`config.mk`:
```
export PLATFORM = sky130hd
export DESIGN_NAME = spi_dual_ctrl
export DESIGN_NICKNAME = d
export VERILOG_FILES = /design/src/rtl/spi_dual_pkg.sv /design/src/rtl/spi_rate_gen.sv /design/src/rtl/spi_edge_sync.sv /design/src/rtl/spi_shift_core.sv /design/src/rtl/spi_dual_ctrl.sv
export SDC_FILE = /design/constraint.sdc
export NUM_CORES = 1
export LEC_CHECK = 0
export ABC_AREA = 1
export BUFFER_PORTS_ARGS = -buffer_cell sky130_fd_sc_hd__buf_2
export CORE_MARGIN = 2
export CORE_UTILIZATION = 35
export DETAILED_ROUTE_END_ITERATION = 16
export SLEW_MARGIN = 5
export SYNTH_ARGS = -nofsm -noshare
export SYNTH_HDL_FRONTEND = slang
export SYNTH_HIERARCHICAL = 1
export SYNTH_SLANG_ARGS = --single-unit
export TNS_END_PERCENT = 10
```
`constraint.sdc`:
```
create_clock -name clk -period 4.7 [get_ports clk]
set_clock_uncertainty 0.2 [all_clocks]
set_input_delay 0.235 -clock clk [delete_from_list [all_inputs] [get_ports clk]]
set_output_delay 0.235 -clock clk [all_outputs]
set_load 0.05 [all_outputs]
```
`src/rtl/spi_dual_pkg.sv`:
```
package spi_dual_pkg;
  typedef enum logic [1:0] {
    W_CTRL  = 2'd0,
    W_RATE  = 2'd1,
    W_SHIFT = 2'd2,
    W_HOLD  = 2'd3
  } wr_sel_e;

  typedef enum logic [1:0] {
    R_STAT = 2'd0,
    R_RXB  = 2'd1,
    R_CTRL = 2'd2,
    R_RATE = 2'd3
  } rd_sel_e;

  localparam int MIN_DIV   = 3;
  localparam int LEN_LSB   = 4;
  localparam int SYNC_BITS = 2;
endpackage

```
`src/rtl/spi_rate_gen.sv`:
```
module spi_rate_gen #(
  parameter int DIVW    = 7,
  parameter int MIN_DIV = 3
) (
  input  logic            clk,
  input  logic            rst,
  input  logic            en,
  input  logic [DIVW-1:0] div,
  output logic            sclk_o,
  output logic            samp_p,
  output logic            shift_p
);
  localparam int CW = DIVW + 1;

  logic [CW-1:0] cnt_q;
  logic [CW-1:0] top_cnt;
  logic [CW-1:0] hi_len;
  logic [CW-1:0] lo_len;

  always_comb begin
    top_cnt = (div < DIVW'(MIN_DIV)) ? CW'(MIN_DIV) : {1'b0, div};
    hi_len  = (top_cnt + 1'b1) >> 1;
    lo_len  = top_cnt + 1'b1 - hi_len;
    samp_p  = en && (cnt_q == lo_len - 1'b1);
    shift_p = en && (cnt_q == top_cnt);
  end

  always_ff @(posedge clk) begin
    if (rst || !en) begin
      cnt_q  <= '0;
      sclk_o <= 1'b0;
    end else if (shift_p) begin
      cnt_q  <= '0;
      sclk_o <= 1'b0;
    end else begin
      cnt_q <= cnt_q + 1'b1;
      if (samp_p) sclk_o <= 1'b1;
    end
  end

  p_edges_apart_r7: assert property (@(posedge clk) disable iff (rst)
    !(samp_p && shift_p));

  p_rise_on_sample_r7: assert property (@(posedge clk) disable iff (rst)
    samp_p |=> sclk_o);
endmodule

```
`src/rtl/spi_edge_sync.sv`:
```
module spi_edge_sync #(
  parameter int W = 2
) (
  input  logic         clk,
  input  logic         rst,
  input  logic [W-1:0] async_i,
  output logic [W-1:0] sync_o,
  output logic         rise_o,
  output logic         fall_o
);
  logic [W-1:0] s1_q, s2_q, s3_q;

  always_ff @(posedge clk) begin
    if (rst) begin
      s1_q <= '0;
      s2_q <= '0;
      s3_q <= '0;
    end else begin
      s1_q <= async_i;
      s2_q <= s1_q;
      s3_q <= s2_q;
    end
  end

  assign sync_o = s2_q;
  assign rise_o = s2_q[0] & ~s3_q[0];
  assign fall_o = ~s2_q[0] & s3_q[0];

  // the external clock must hold each level for at least two system clocks
  p_slow_ext_clk_r9: assert property (@(posedge clk) disable iff (rst)
    rise_o |=> !fall_o);
endmodule

```
`src/rtl/spi_shift_core.sv`:
```
module spi_shift_core #(
  parameter int DW = 16,
  parameter int LW = 4
) (
  input  logic          clk,
  input  logic          rst,
  input  logic [LW-1:0] len_m1,
  input  logic          samp_ev,
  input  logic          shift_ev,
  input  logic          sin,
  input  logic          wr_shift,
  input  logic          wr_hold,
  input  logic [DW-1:0] wdata,
  input  logic          rd_clr,
  output logic          sout,
  output logic          busy_o,
  output logic          full_o,
  output logic          done_o,
  output logic [DW-1:0] rxbuf_o
);
  logic [DW-1:0] sh_q, hold_q, rx_q, shifted, len_mask;
  logic          samp_q, busy_q, full_q, done_q, bit_in, last;
  logic [LW-1:0] cnt_q;

  always_comb begin
    for (int i = 0; i < DW; i++) len_mask[i] = (i <= int'(len_m1));
    bit_in  = samp_ev ? sin : samp_q;
    shifted = {sh_q[DW-2:0], bit_in};
    last    = busy_q && shift_ev && (cnt_q == len_m1);
  end

  always_ff @(posedge clk) begin
    if (rst) begin
      sh_q   <= '0;
      hold_q <= '0;
      rx_q   <= '0;
      samp_q <= 1'b0;
      busy_q <= 1'b0;
      full_q <= 1'b0;
      done_q <= 1'b0;
      cnt_q  <= '0;
    end else begin
      if (rd_clr) done_q <= 1'b0;
      if (busy_q && samp_ev) samp_q <= sin;
      if (busy_q) begin
        if (shift_ev) begin
          if (last) begin
            rx_q   <= shifted & len_mask;
            done_q <= 1'b1;
            cnt_q  <= '0;
            if (full_q) begin
              sh_q   <= hold_q;
              full_q <= 1'b0;
            end else begin
              sh_q   <= shifted;
              busy_q <= 1'b0;
            end
          end else begin
            sh_q  <= shifted;
            cnt_q <= cnt_q + 1'b1;
          end
        end
      end else if (wr_shift) begin
        sh_q   <= wdata;
        busy_q <= 1'b1;
        cnt_q  <= '0;
      end else if (full_q) begin
        sh_q   <= hold_q;
        full_q <= 1'b0;
        busy_q <= 1'b1;
        cnt_q  <= '0;
      end
      if (wr_hold) begin
        hold_q <= wdata;
        full_q <= 1'b1;
      end
    end
  end

  assign sout    = sh_q[DW-1];
  assign busy_o  = busy_q;
  assign full_o  = full_q;
  assign done_o  = done_q;
  assign rxbuf_o = rx_q;

  p_cmpl_flag_r4: assert property (@(posedge clk) disable iff (rst)
    last |=> done_q);

  p_rx_justified_r4: assert property (@(posedge clk) disable iff (rst)
    $rose(done_q) |-> ((rx_q & ~len_mask) == '0));

  p_chain_handover_r10: assert property (@(posedge clk) disable iff (rst)
    (last && full_q && !wr_hold) |=> (!full_q && busy_q));

  p_stop_when_empty_r5: assert property (@(posedge clk) disable iff (rst)
    (last && !full_q && !wr_hold) |=> !busy_q);

  p_inflight_stable_r11: assert property (@(posedge clk) disable iff (rst)
    (busy_q && !shift_ev) |=> $stable(sh_q));
endmodule

```
`src/rtl/spi_dual_ctrl.sv`:
```
module spi_dual_ctrl
  import spi_dual_pkg::*;
#(
  parameter int DW   = 16,
  parameter int DIVW = 7
) (
  input  logic          clk,
  input  logic          rst,
  input  logic          wr_en,
  input  logic [1:0]    wr_addr,
  input  logic [DW-1:0] wr_data,
  input  logic          rd_en,
  input  logic [1:0]    rd_addr,
  output logic [DW-1:0] rd_data,
  output logic          sclk_o,
  input  logic          sclk_i,
  output logic          mosi_o,
  input  logic          mosi_i,
  output logic          miso_o,
  input  logic          miso_i,
  output logic          cs_n_o,
  output logic          irq_o
);
  localparam int LW = $clog2(DW);

  logic            mode_q, ien_q;
  logic [LW-1:0]   len_m1_q;
  logic [DIVW-1:0] div_q;
  logic [DW-1:0]   rd_q;

  logic            wr_shift, wr_hold, rd_clr;
  logic            r_samp, r_shift, r_sclk;
  logic [SYNC_BITS-1:0] s_dat;
  logic            s_rise, s_fall;
  logic            samp_ev, shift_ev, sin, sout;
  logic            busy, full, done;
  logic [DW-1:0]   rxbuf;

  assign wr_shift = wr_en && (wr_addr == W_SHIFT);
  assign wr_hold  = wr_en && (wr_addr == W_HOLD);
  assign rd_clr   = rd_en && (rd_addr == R_RXB);

  always_ff @(posedge clk) begin
    if (rst) begin
      mode_q   <= 1'b0;
      ien_q    <= 1'b0;
      len_m1_q <= '0;
      div_q    <= '0;
    end else if (wr_en) begin
      if (wr_addr == W_CTRL) begin
        mode_q   <= wr_data[0];
        ien_q    <= wr_data[1];
        len_m1_q <= wr_data[LEN_LSB +: LW];
      end
      if (wr_addr == W_RATE) div_q <= wr_data[DIVW-1:0];
    end
  end

  always_ff @(posedge clk) begin
    if (rst) begin
      rd_q <= '0;
    end else if (rd_en) begin
      case (rd_addr)
        R_STAT:  rd_q <= DW'({busy, full, done});
        R_RXB:   rd_q <= rxbuf;
        R_CTRL:  rd_q <= DW'({len_m1_q, 2'b00, ien_q, mode_q});
        default: rd_q <= DW'(div_q);
      endcase
    end
  end
  assign rd_data = rd_q;

  spi_rate_gen #(.DIVW(DIVW), .MIN_DIV(MIN_DIV)) u_rate (
    .clk     (clk),
    .rst     (rst),
    .en      (busy && mode_q),
    .div     (div_q),
    .sclk_o  (r_sclk),
    .samp_p  (r_samp),
    .shift_p (r_shift)
  );

  spi_edge_sync #(.W(SYNC_BITS)) u_sync (
    .clk     (clk),
    .rst     (rst),
    .async_i ({mosi_i, sclk_i}),
    .sync_o  (s_dat),
    .rise_o  (s_rise),
    .fall_o  (s_fall)
  );

  // Follower samples and advances on the same synchronised rising edge
  assign samp_ev  = mode_q ? r_samp  : s_rise;
  assign shift_ev = mode_q ? r_shift : s_rise;
  assign sin      = mode_q ? miso_i  : s_dat[1];

  spi_shift_core #(.DW(DW), .LW(LW)) u_core (
    .clk      (clk),
    .rst      (rst),
    .len_m1   (len_m1_q),
    .samp_ev  (samp_ev),
    .shift_ev (shift_ev),
    .sin      (sin),
    .wr_shift (wr_shift),
    .wr_hold  (wr_hold),
    .wdata    (wr_data),
    .rd_clr   (rd_clr),
    .sout     (sout),
    .busy_o   (busy),
    .full_o   (full),
    .done_o   (done),
    .rxbuf_o  (rxbuf)
  );

  assign sclk_o = r_sclk;
  assign mosi_o = mode_q & sout;
  assign miso_o = ~mode_q & sout;
  assign cs_n_o = ~(busy & mode_q);
  assign irq_o  = done & ien_q;

  p_sclk_idle_r1: assert property (@(posedge clk) disable iff (rst)
    (!mode_q && !$past(mode_q)) |-> !sclk_o);

  p_sclk_parks_low_r5: assert property (@(posedge clk) disable iff (rst)
    (!busy && !$past(busy)) |-> !sclk_o);

  p_strobe_covers_clock_r8: assert property (@(posedge clk) disable iff (rst)
    sclk_o |-> !$past(cs_n_o));
endmodule

```
==> impl_results.md, run 1 <==
- Failing checks: hold timing
- Crit Path Max Fanout: 12
- Lkg Pwr: 2.709 nW
- Final WS setup: 801.2 ps
- Row cnt: 45
- Core footprint: 15310 sq um
- Status: finished with violations
- Initial antenna violation count: 0
- Cts repair resizes: 0
- Cells after Synth: 839
- Fin crit period: 3899 ps
- Die Span Y: 129.5 um
- Critical Path Source Type: register
- Clk root buf: clkbuf_16
- Worst slack at placement: 858.3 ps
- Critical Path End Type: register
- Critical path class: reg -> reg
- Sequential share of power: 45.2%
- Chip Width: 129.5 um
- Total gr overflow: 0
- Switching pwr: 648.7 uW
- Synth Warn #: 6
- H-tree Lvls: 3
- Peak supply drop: 0.0002544 V
- Antenna viol nets, final: 0
- Final Hold Vio Count: 1
- Routed via count: 5392
- Power Internal: 1.368 mW
- Mapped Area: 5515 sq um
- Period utilisation layout: 82.95%
- Worst slew margin: 54.91%
- Final GP Congestion: 0.8219
- P per Cell Area: 321.9 nW/um^2
- Area Overhead vs Synth: 13.57%
- Number of detailed-route iterations in the first pass: 5
- DP HPWL: 10680 um
- Logic pwr share: 17.7%
- Antenna diodes: 0
- Num ports: 48
- RSZ-0062 raised after global routing: false
- Total Die Area: 16780 sq um
- WHS: -4.716 ps
- Initial Util: 36.01%
- Largest net degree at the start of global routing: 47
- Clk Latency, worst-skew pair: 370 ps
- First-pass GRT wire length: 25050 um
- Final Routed Wirelength: 15440 um
- Number of global-route vias before repair: 4771
- Synthesized Nets: 874
- CTS max path bufs: 2
- Share of layout cells above drive strength 1: 11.17%
- Net Sw Frac: 32.17%
- Fin Setup TNS: 0 ps
- Initial drt markers: 453
- CTS Buf Count: 9
- Clk pwr share: 37.1%
- Gr usage total: 19.03%
- Final Power: 2.016 mW
- Crit path required time: 4790 ps
- CTS Sinks: 99
- Post-CTS setup buffer count: 0
- NumNets Final: 916
- CTS tree: done
- Maxcap violations: 0
- Wire per inst: 14.07 um
- Reg2reg setup slack: 800 ps
- Vias/cell: 4.915
- Final setup viols: 0
- CP Data Arrival Time: 3990 ps
- IO buf count: 47
- Actual slew at the worst max-slew pin: 675.6 ps
- Drt drc: 0
- Max frequency: 256.5 MHz
- Max Slew Vio Count: 0
- Syn_area_per_cell: 6.574 sq um
- Register clock-pin slew on the reported worst setup and hold paths: 70 ps
- Worst min path class: in -> reg
==> timing repair <==
| item | CTS | global route |
|---|---|---|
| hold endpoints to repair | 19 | 0 |
| endpoints found under the setup margin | 0 | 0 |
| hold buffers | 15 | 0 |
==> state kept, by name, indices dropped and copies added (netlist names), 2 cells and up <==
signal and count:
rd_data 16, u_core/hold_q 16, u_sync/s1_q 2, u_rate/cnt_q 8
u_core/cnt_q 4, div_q 7, u_core/rxbuf_o 16, u_core/sh_q 16
len_m1_q 4, u_sync/sync_o 2
==> worst paths after layout <==
path                                     start               end  depth (start not counted)
worst max-delay path                  div_q[2]    u_core/sh_q[0]                         27
worst min register to register  u_sync/s1_q[0]  u_sync/sync_o[0]                          2
worst max register to register        div_q[2]    u_core/sh_q[0]                         27
worst min-delay path                wr_data[3]  u_core/hold_q[3]                          3
==> cells in the final DEF, fill, tap and decap left out, types with 2 or more instances in the layout <==
| cell | count |
|---|---|
| o21ai_1 | 10 |
| clkinvlp_4 | 2 |
| buf_4 | 6 |
| nand4_1 | 8 |
| nand2_4 | 2 |
| nor2_4 | 2 |
| nand2_1 | 196 |
| nor2_2 | 3 |
| buf_2 | 47 |
| nand2_2 | 6 |
| nor2_1 | 87 |
| clkbuf_16 | 9 |
| inv_2 | 7 |
| a21oi_1 | 78 |
| xor2_1 | 7 |
| inv_8 | 2 |
| nor3_1 | 8 |
| o22ai_1 | 4 |
| xnor2_1 | 2 |
| a31oi_1 | 6 |
| a211oi_1 | 3 |
| nand3_1 | 64 |
| ha_1 | 8 |
| nor2_8 | 2 |
| inv_1 | 97 |
| a21o_1 | 2 |
| dlygate4sd3_1 | 15 |
| o21ai_0 | 87 |
| inv_6 | 3 |
| dfxtp_1 | 99 |
==> power by group through the flow <==
stage,registers [mW],logic (mW),clock network (mW)
floorplan,0.926,0.260,0
global placement,0.930,0.340,0
CTS,0.911,0.354,0.772
global route,0.918,0.404,0.800
detailed placement,0.931,0.342,0
finish,0.912,0.356,0.748
==> stage by stage <==
step | cells | util, % | cell area (sq um)
detailed placement | 1066 | 38.03 | 5824
global route | 1097 | 40.90 | 6264
floorplan | 839 | - | 5515
CTS | 1097 | 40.90 | 6264
finish | 1097 | 40.90 | 6264
global placement | 1066 | 38.03 | 5824
==> layout make-up <==
type                            instances  area, sq um
Clock inverter                          7        63.81
Tap cell                              211        264.0
Fill cell                            1654         9051
Sequential cell                        99         1982
Inverter                              105        399.1
Multi-Input combinational cell        598         2899
Timing Repair Buffer                   68        430.4
Clock buffer                            9        225.2
==> layer usage <==
layer  GRT usage [%]  share of wire [%]  up-vias
met5               0                  0        -
met4           4.491               0.80        0
met3           3.592                5.3        8
met2           30.46                 45      119
met1           26.61                 49     2454
li1                -                  -     2811
==> worst max-delay path, stage by stage, from the launching register on <==
cell     delay [ps]
dfxtp_1         610
nor3_1           80
nand3_1         100
nand2_1         100
ha_1            280
xor2_1          190
inv_1            60
ha_1            290
nand3_1          90
nand2_1         120
a21o_1          200
nand2_1         110
nand2_1          70
nand2_1          60
nand2_1          60
nor2_2          110
nand3_1          70
nor2_1          200
nand2_1          80
nand2_1         140
inv_1            60
nand2_1          70
nand3_1          60
nand2_1          80
nand3_1          70
nand2_1          80
nand2_1          40
a21oi_1         130
Note: power is estimated with default switching activity, not from simulation.
==> run 2, diff against run 1 <==
==> constraint.sdc (replaced) <==
create_clock -name clk -period 3.9 [get_ports clk]
set_clock_uncertainty 0.2 [all_clocks]
set_input_delay 0.195 -clock clk [delete_from_list [all_inputs] [get_ports clk]]
set_output_delay 0.195 -clock clk [all_outputs]
set_load 0.05 [all_outputs]
==> run 2 against run 1 <==
Effect of this change: the flow now finishes without violations; power up 21%; critical path depth unchanged; combinational power up 29%; sequential power up 21%; non-clock buffer count up 10; final area up 2.1%; hold slack better by 41 ps; via count up 0.83%; core utilization up 0.87 points; die area unchanged; critical endpoint unchanged.
==> impl_results.md, run 2 (synthesis results as in run 1) <==
- Final WS setup: 381.8 ps (-419.4 ps)
- CP Data Arrival Time: 3610 ps (-380 ps)
- Maxcap violations: 0 (unchanged)
- Initial antenna violation count: 0 (unchanged)
- Most frequent cells in the layout: nand2_1 (191), dfxtp_1 (98), inv_1 (97), nor2_1 (87), o21ai_0 (87)
- Critical Path End Type: register
- Layout Cells excl Fill: 1107 (+0.91%)
- Final Routed Wirelength: 15520 um (+0.55%)
- Die Span Y: 129.5 um (unchanged)
- Final Power: 2.446 mW (+21%)
- Hold path startpoint: miso_i
- CTS max path bufs: 2 (unchanged)
- Routed via count: 5437 (+0.83%)
- # fillers: 1668 (+0.85%)
- Worst min path class: in -> reg
- Antenna diodes: 0 (unchanged)
- Crit path required time: 3990 ps (-800 ps)
- Total gr overflow: 0 (unchanged)
- Clk root buf: clkbuf_16
- Util after Layout: 41.76% (+0.87 points)
- Number of global-route vias before repair: 4967 (+4.1%)
- CTS Sinks: 99 (unchanged)
- FF-to-FF Start: div_q[4]
- First-pass GRT wire length: 25430 um (+1.5%)
- Antenna viol nets, final: 0 (unchanged)
- Worst Reg-to-Reg Cells: 27 (unchanged)
- Num ports: 48 (unchanged)
- Drt drc: 0 (unchanged)
- Reg2reg setup slack: 380 ps (-420 ps)
- Wire per inst: 14.02 um (-0.36%)
- Most common cell after layout, fill and taps aside: nand2_1
- Vias/cell: 4.911 (about the same)
- Dpl cells: 1071 (+0.47%)
- Hold Path Cell Cnt: 5 (+2)
- Max frequency: 284.2 MHz (+11%)
- Row cnt: 45 (unchanged)
- Fin crit period: 3518 ps (-380.6 ps)
- Status: finished clean
- Core footprint: 15310 sq um (unchanged)
- NumNets Final: 926 (+1.1%)
- Max Slew Vio Count: 0 (unchanged)
- WHS: 36.11 ps (+40.83 ps)
- Share of layout cells above drive strength 1: 12.83% (+1.7 points)
- IO buf count: 47 (unchanged)
- Peak supply drop: 0.0002517 V (-1.1%)
- Total Die Area: 16780 sq um (unchanged)
- Number of detailed-route iterations in the first pass: 5 (unchanged)
- DP HPWL: 10920 um (+2.3%)
- Critical Path Source Type: register
- Worst slack at placement: 244.6 ps (-613.7 ps)
- Reg-to-Reg End: u_core/sh_q[0]
- Final setup viols: 0 (unchanged)
- Initial drt markers: 435 (-4.0%)
- Actual slew at the worst max-slew pin: 645.5 ps (-30.15 ps)
- Gr usage total: 19.36% (+0.33 points)
- H-tree Lvls: 3 (unchanged)
- Clk Latency, worst-skew pair: 360 ps (about the same)
- Initial Util: 36.01% (unchanged)
- Chip Width: 129.5 um (unchanged)
- CTS tree: done
- Register clock-pin slew on the reported worst setup and hold paths: 70 ps (about the same)
- Hold Path Sink: u_core/samp_q
- Worst slew margin: 56.92% (+2.0 points)
- Area Overhead vs Synth: 15.97%
- Final Hold Vio Count: 0 (-1)
- Final GP Congestion: 0.8289 (+0.85%)
- Crit Path Max Fanout: 8 (-4)
- Lkg Pwr: 2.760 nW (+1.9%)
- P per Cell Area: 382.5 nW/um^2 (+19%)
- Period utilisation layout: 90.21% (+7.3 points)
- Critical path class: reg -> reg
- Largest net degree at the start of global routing: 48 (+2.1%)
- CTS Buf Count: 9 (unchanged)
[run 2: cell count changes in the layout (fill, tap and decap cells not counted), sizes merged]
cell	before	now
buf	53	59
dlygate4sd3	15	19
clkinv	1	3
inv	109	107
[run 2: worst max-delay path, cell delays in order (launching register included)]
cell	delay [ps]
dfxtp_2	360
nor3_2	170
nand3_1	150
nand2_2	150
ha_4	190
xor2_2	160
inv_1	60
ha_1	290
nand3_1	110
nand2_2	100
a21o_1	200
nand2_2	80
nand2_1	50
nand2_1	50
nand2_1	60
nor2_2	100
nand3_1	70
nor2_1	110
nand2_1	110
nand2_2	110
inv_1	40
nand2_1	60
nand3_1	60
nand2_1	70
nand3_1	70
nand2_1	80
nand2_1	50
a21oi_1	120
[run 2: how the worst max path moves through the flow]
| stage | endpoint | startpoint | cells past startpoint | slack (ps) |
|---|---|---|---|---|
| after floorplan | u_core/sh_q[0] | div_q[3] | 28 | 580 |
| after global placement | u_core/sh_q[0] | div_q[4] | 27 | 300 |
| after detailed placement | u_core/sh_q[0] | div_q[4] | 27 | 240 |
| after CTS | u_core/sh_q[0] | div_q[4] | 27 | 210 |
| after global routing | u_core/sh_q[0] | div_q[4] | 27 | -80 |
| final | u_core/sh_q[0] | div_q[4] | 27 | 380 |
[run 2: repair_timing]
item / CTS / global route
resized for setup: 0 / 11
endpoints found under the hold margin: 32 / 0
setup buffers: 0 / 1
hold buffers: 19 / 0
setup endpoints to repair: 0 / 2
[run 2: stage by stage]
stage | TNS (ps) | area (sq um)
floorplan | 0 | 5515
global route | -80.79 | 6396
CTS | 0 | 6346
global placement | 0 | 5862
detailed placement | 0 | 5862
finish | 0 | 6396
[run 2: layout make-up]
class	instances	area [sq um]	share of cell area [%]
Multi-Input combinational cell	598	2940	45.97
Inverter	105	399.1	6.240
Tap cell	211	264.0	4.128
Clock inverter	7	68.82	1.076
Clock buffer	9	225.2	3.521
Sequential cell	99	1983	31.01
Timing Repair Buffer	78	515.5	8.059
[run 2: report_power, final]
group          internal, mW  total [mW]  switching, mW
clock network         0.449       0.892          0.443
logic                 0.161       0.459          0.298
registers              1.05        1.10         0.0407
[run 2: layer usage]
metal / vias up / track usage (%) / wire length, um
met4: 0 / 7.021 / 263
met3: 21 / 3.386 / 943
met2: 146 / 29.47 / 6687
li1: 2819 / - / -
met5: - / 0 / 0
met1: 2451 / 27.48 / 7627
==> run 3, diff against run 2 <==
--- a/config.mk
+++ b/config.mk
@@ -7,7 +7,8 @@
 export LEC_CHECK = 0
 export ABC_AREA = 1
 export BUFFER_PORTS_ARGS = -buffer_cell sky130_fd_sc_hd__buf_2
-export CORE_MARGIN = 2
+export CAP_MARGIN = 10
+export CORE_MARGIN = 4
 export CORE_UTILIZATION = 35
 export DETAILED_ROUTE_END_ITERATION = 16
 export SLEW_MARGIN = 5
==> run 3 against run 2 <==
Effect of this change: sequential power about the same; fmax is 0.92% lower; routed wire length shrank 0.89%; core utilization barely moved; non-clock buffer count is the same; clock power barely moved.
==> impl_results.md, run 3 (synthesis results as in run 1) <==
- First-pass GRT wire length: 25560 um (+0.49%)
- Area Overhead vs Synth: 15.93% (about the same)
- Maxcap violations: 0 (unchanged)
- Clk root buf: clkbuf_16
- Worst slack at placement: 177.6 ps (-67.02 ps)
- Critical Path End Type: register
- Slowest CP cell: dfxtp_2
- Core footprint: 15310 sq um (unchanged)
- Final GP Congestion: 0.8460 (+2.1%)
- Num ports: 48 (unchanged)
- Vias/cell: 4.886 (-0.51%)
- # fillers: 1683 (+0.90%)
- Crit Path Max Fanout: 8 (unchanged)
- Chip Width: 133.5 um (+3.1%)
- Fin crit period: 3551 ps (+32.65 ps)
- IO buf count: 47 (unchanged)
- Most common cell after layout, fill and taps aside: nand2_1
- NumNets Final: 926 (unchanged)
- Antenna diodes: 0 (unchanged)
- Gr busiest metal: met2
- Worst slew margin: 55.29% (-1.6 points)
- Grt met2 use: 27.62% (-1.8 points)
- CTS tree: done
- Period utilisation layout: 91.05% (+0.84 points)
- Wire per inst: 13.90 um (-0.89%)
- Drt drc: 0 (unchanged)
- Gr usage total: 17.77% (-1.6 points)
- CP Data Arrival Time: 3650 ps (+40 ps)
- CTS max path bufs: 2 (unchanged)
- Final Hold Vio Count: 0 (unchanged)
- Initial Util: 36.01% (unchanged)
- CP peak stage delay: 360 ps (about the same)
- Layout Cells excl Fill: 1107 (unchanged)
- Lkg Pwr: 2.763 nW (about the same)
- M1 GR Usage: 24.92% (-2.6 points)
- Util after Layout: 41.75% (about the same)
- Critical Path Most Common Cell: nand2_1
- Antenna viol nets, final: 0 (unchanged)
- Largest net degree at the start of global routing: 45 (-6.3%)
- CTS Buf Count: 9 (unchanged)
- Initial drt markers: 483 (+11%)
- Critical path class: reg -> reg
- Post-DP Area: 5854 sq um (-0.13%)
- Routed via count: 5409 (-0.51%)
- Max Slew Vio Count: 0 (unchanged)
- Fin area: 6394 sq um (about the same)
- Worst min path class: in -> reg
- Dpl cells: 1070 (-0.093%)
- Total Die Area: 17830 sq um (+6.3%)
- Peak supply drop: 0.0003365 V (+34%)
- Status: finished clean
- Die Span Y: 133.5 um (+3.1%)
- Initial antenna violation count: 0 (unchanged)
- Final WS setup: 349.1 ps (-32.65 ps)
- Sequential cell area: 1983 sq um (unchanged)
- H-tree Lvls: 3 (unchanged)
- Number of global-route vias before repair: 4968 (+0.020%)
- Total gr overflow: 0 (unchanged)
- Multi-input logic area: 2939 sq um (about the same)
- Register clock-pin slew on the reported worst setup and hold paths: 70 ps (about the same)
- WHS: 27.05 ps (-9.068 ps)
- Number of detailed-route iterations in the first pass: 5 (unchanged)
- Share of layout cells above drive strength 1: 12.72% (-0.11 points)
- Crit path required time: 3990 ps (about the same)
- Critical Path Source Type: register
- GR Util met3: 4.003% (+0.62 points)
- Most frequent cells in the layout: nand2_1 (192), dfxtp_1 (98), inv_1 (97), o21ai_0 (87), nor2_1 (86)
- CTS Sinks: 99 (unchanged)
- Final setup viols: 0 (unchanged)
- Clk Latency, worst-skew pair: 360 ps (about the same)
- Row cnt: 45 (unchanged)
- P per Cell Area: 383.1 nW/um^2 (+0.16%)
- Final Routed Wirelength: 15380 um (-0.89%)
- DP HPWL: 10880 um (-0.38%)
- Actual slew at the worst max-slew pin: 670.0 ps (+24.51 ps)
- Max frequency: 281.6 MHz (-0.92%)
## run 3: worst max-delay path, delay by kind of cell (launching register included)
| family | cells | cell delay, ps |
|---|---|---|
| flip-flops | 1 | 360 |
| AND/OR/NAND/NOR | 20 | 1870 |
| XOR/XNOR | 1 | 160 |
| adder cells (fa/ha/maj) | 2 | 480 |
| AO/OA/AOI/OAI | 2 | 310 |
| buffers and inverters | 2 | 100 |
## run 3: layer usage
metal	routed length (um)	share of wire, %
met2	6702	44
met4	227	1.5
met3	825	5.4
met1	7627	50
met5	0	0
## run 3: final timing paths
path                       start          endpoint  slack (ps)  depth (start not counted)
setup / recovery        div_q[4]    u_core/sh_q[0]         350                         27
hold / removal            miso_i     u_core/samp_q          30                          5
setup reg to reg        div_q[4]    u_core/sh_q[0]         350                         27
hold reg to reg   u_sync/s1_q[1]  u_sync/sync_o[1]         200                          2
## run 3: through the flow
stage / setup TNS (ps) / power (mW)
5_1_grt: -16.77 / 2.592
3_3_place_gp: 0 / 1.533
3_5_place_dp: 0 / 1.537
6_report: 0 / 2.449
2_1_floorplan: 0 / 1.430
4_1_cts: 0 / 2.451
## run 3: repair_timing
| item | CTS | global route |
|---|---|---|
| setup buffers | 0 | 1 |
| setup endpoints to repair | 0 | 2 |
| hold endpoints to repair | 31 | 0 |
| hold buffers | 20 | 0 |
| resized for setup | 0 | 11 |
## run 3: area by class of cell
| type | count | area share [%] |
|---|---|---|
| Multi-Input combinational cell | 598 | 45.97 |
| Sequential cell | 99 | 31.02 |
| Timing Repair Buffer | 78 | 8.102 |
| Inverter | 105 | 6.243 |
| Tap cell | 211 | 4.129 |
| Clock buffer | 9 | 3.523 |
| Clock inverter | 7 | 1.018 |
## run 3: power by group
part	total (mW)	leakage [nW]	internal [mW]	switching (mW)
registers	1.09	0.807	1.05	0.0399
clock network	0.892	0.141	0.450	0.442
logic	0.463	1.81	0.163	0.300
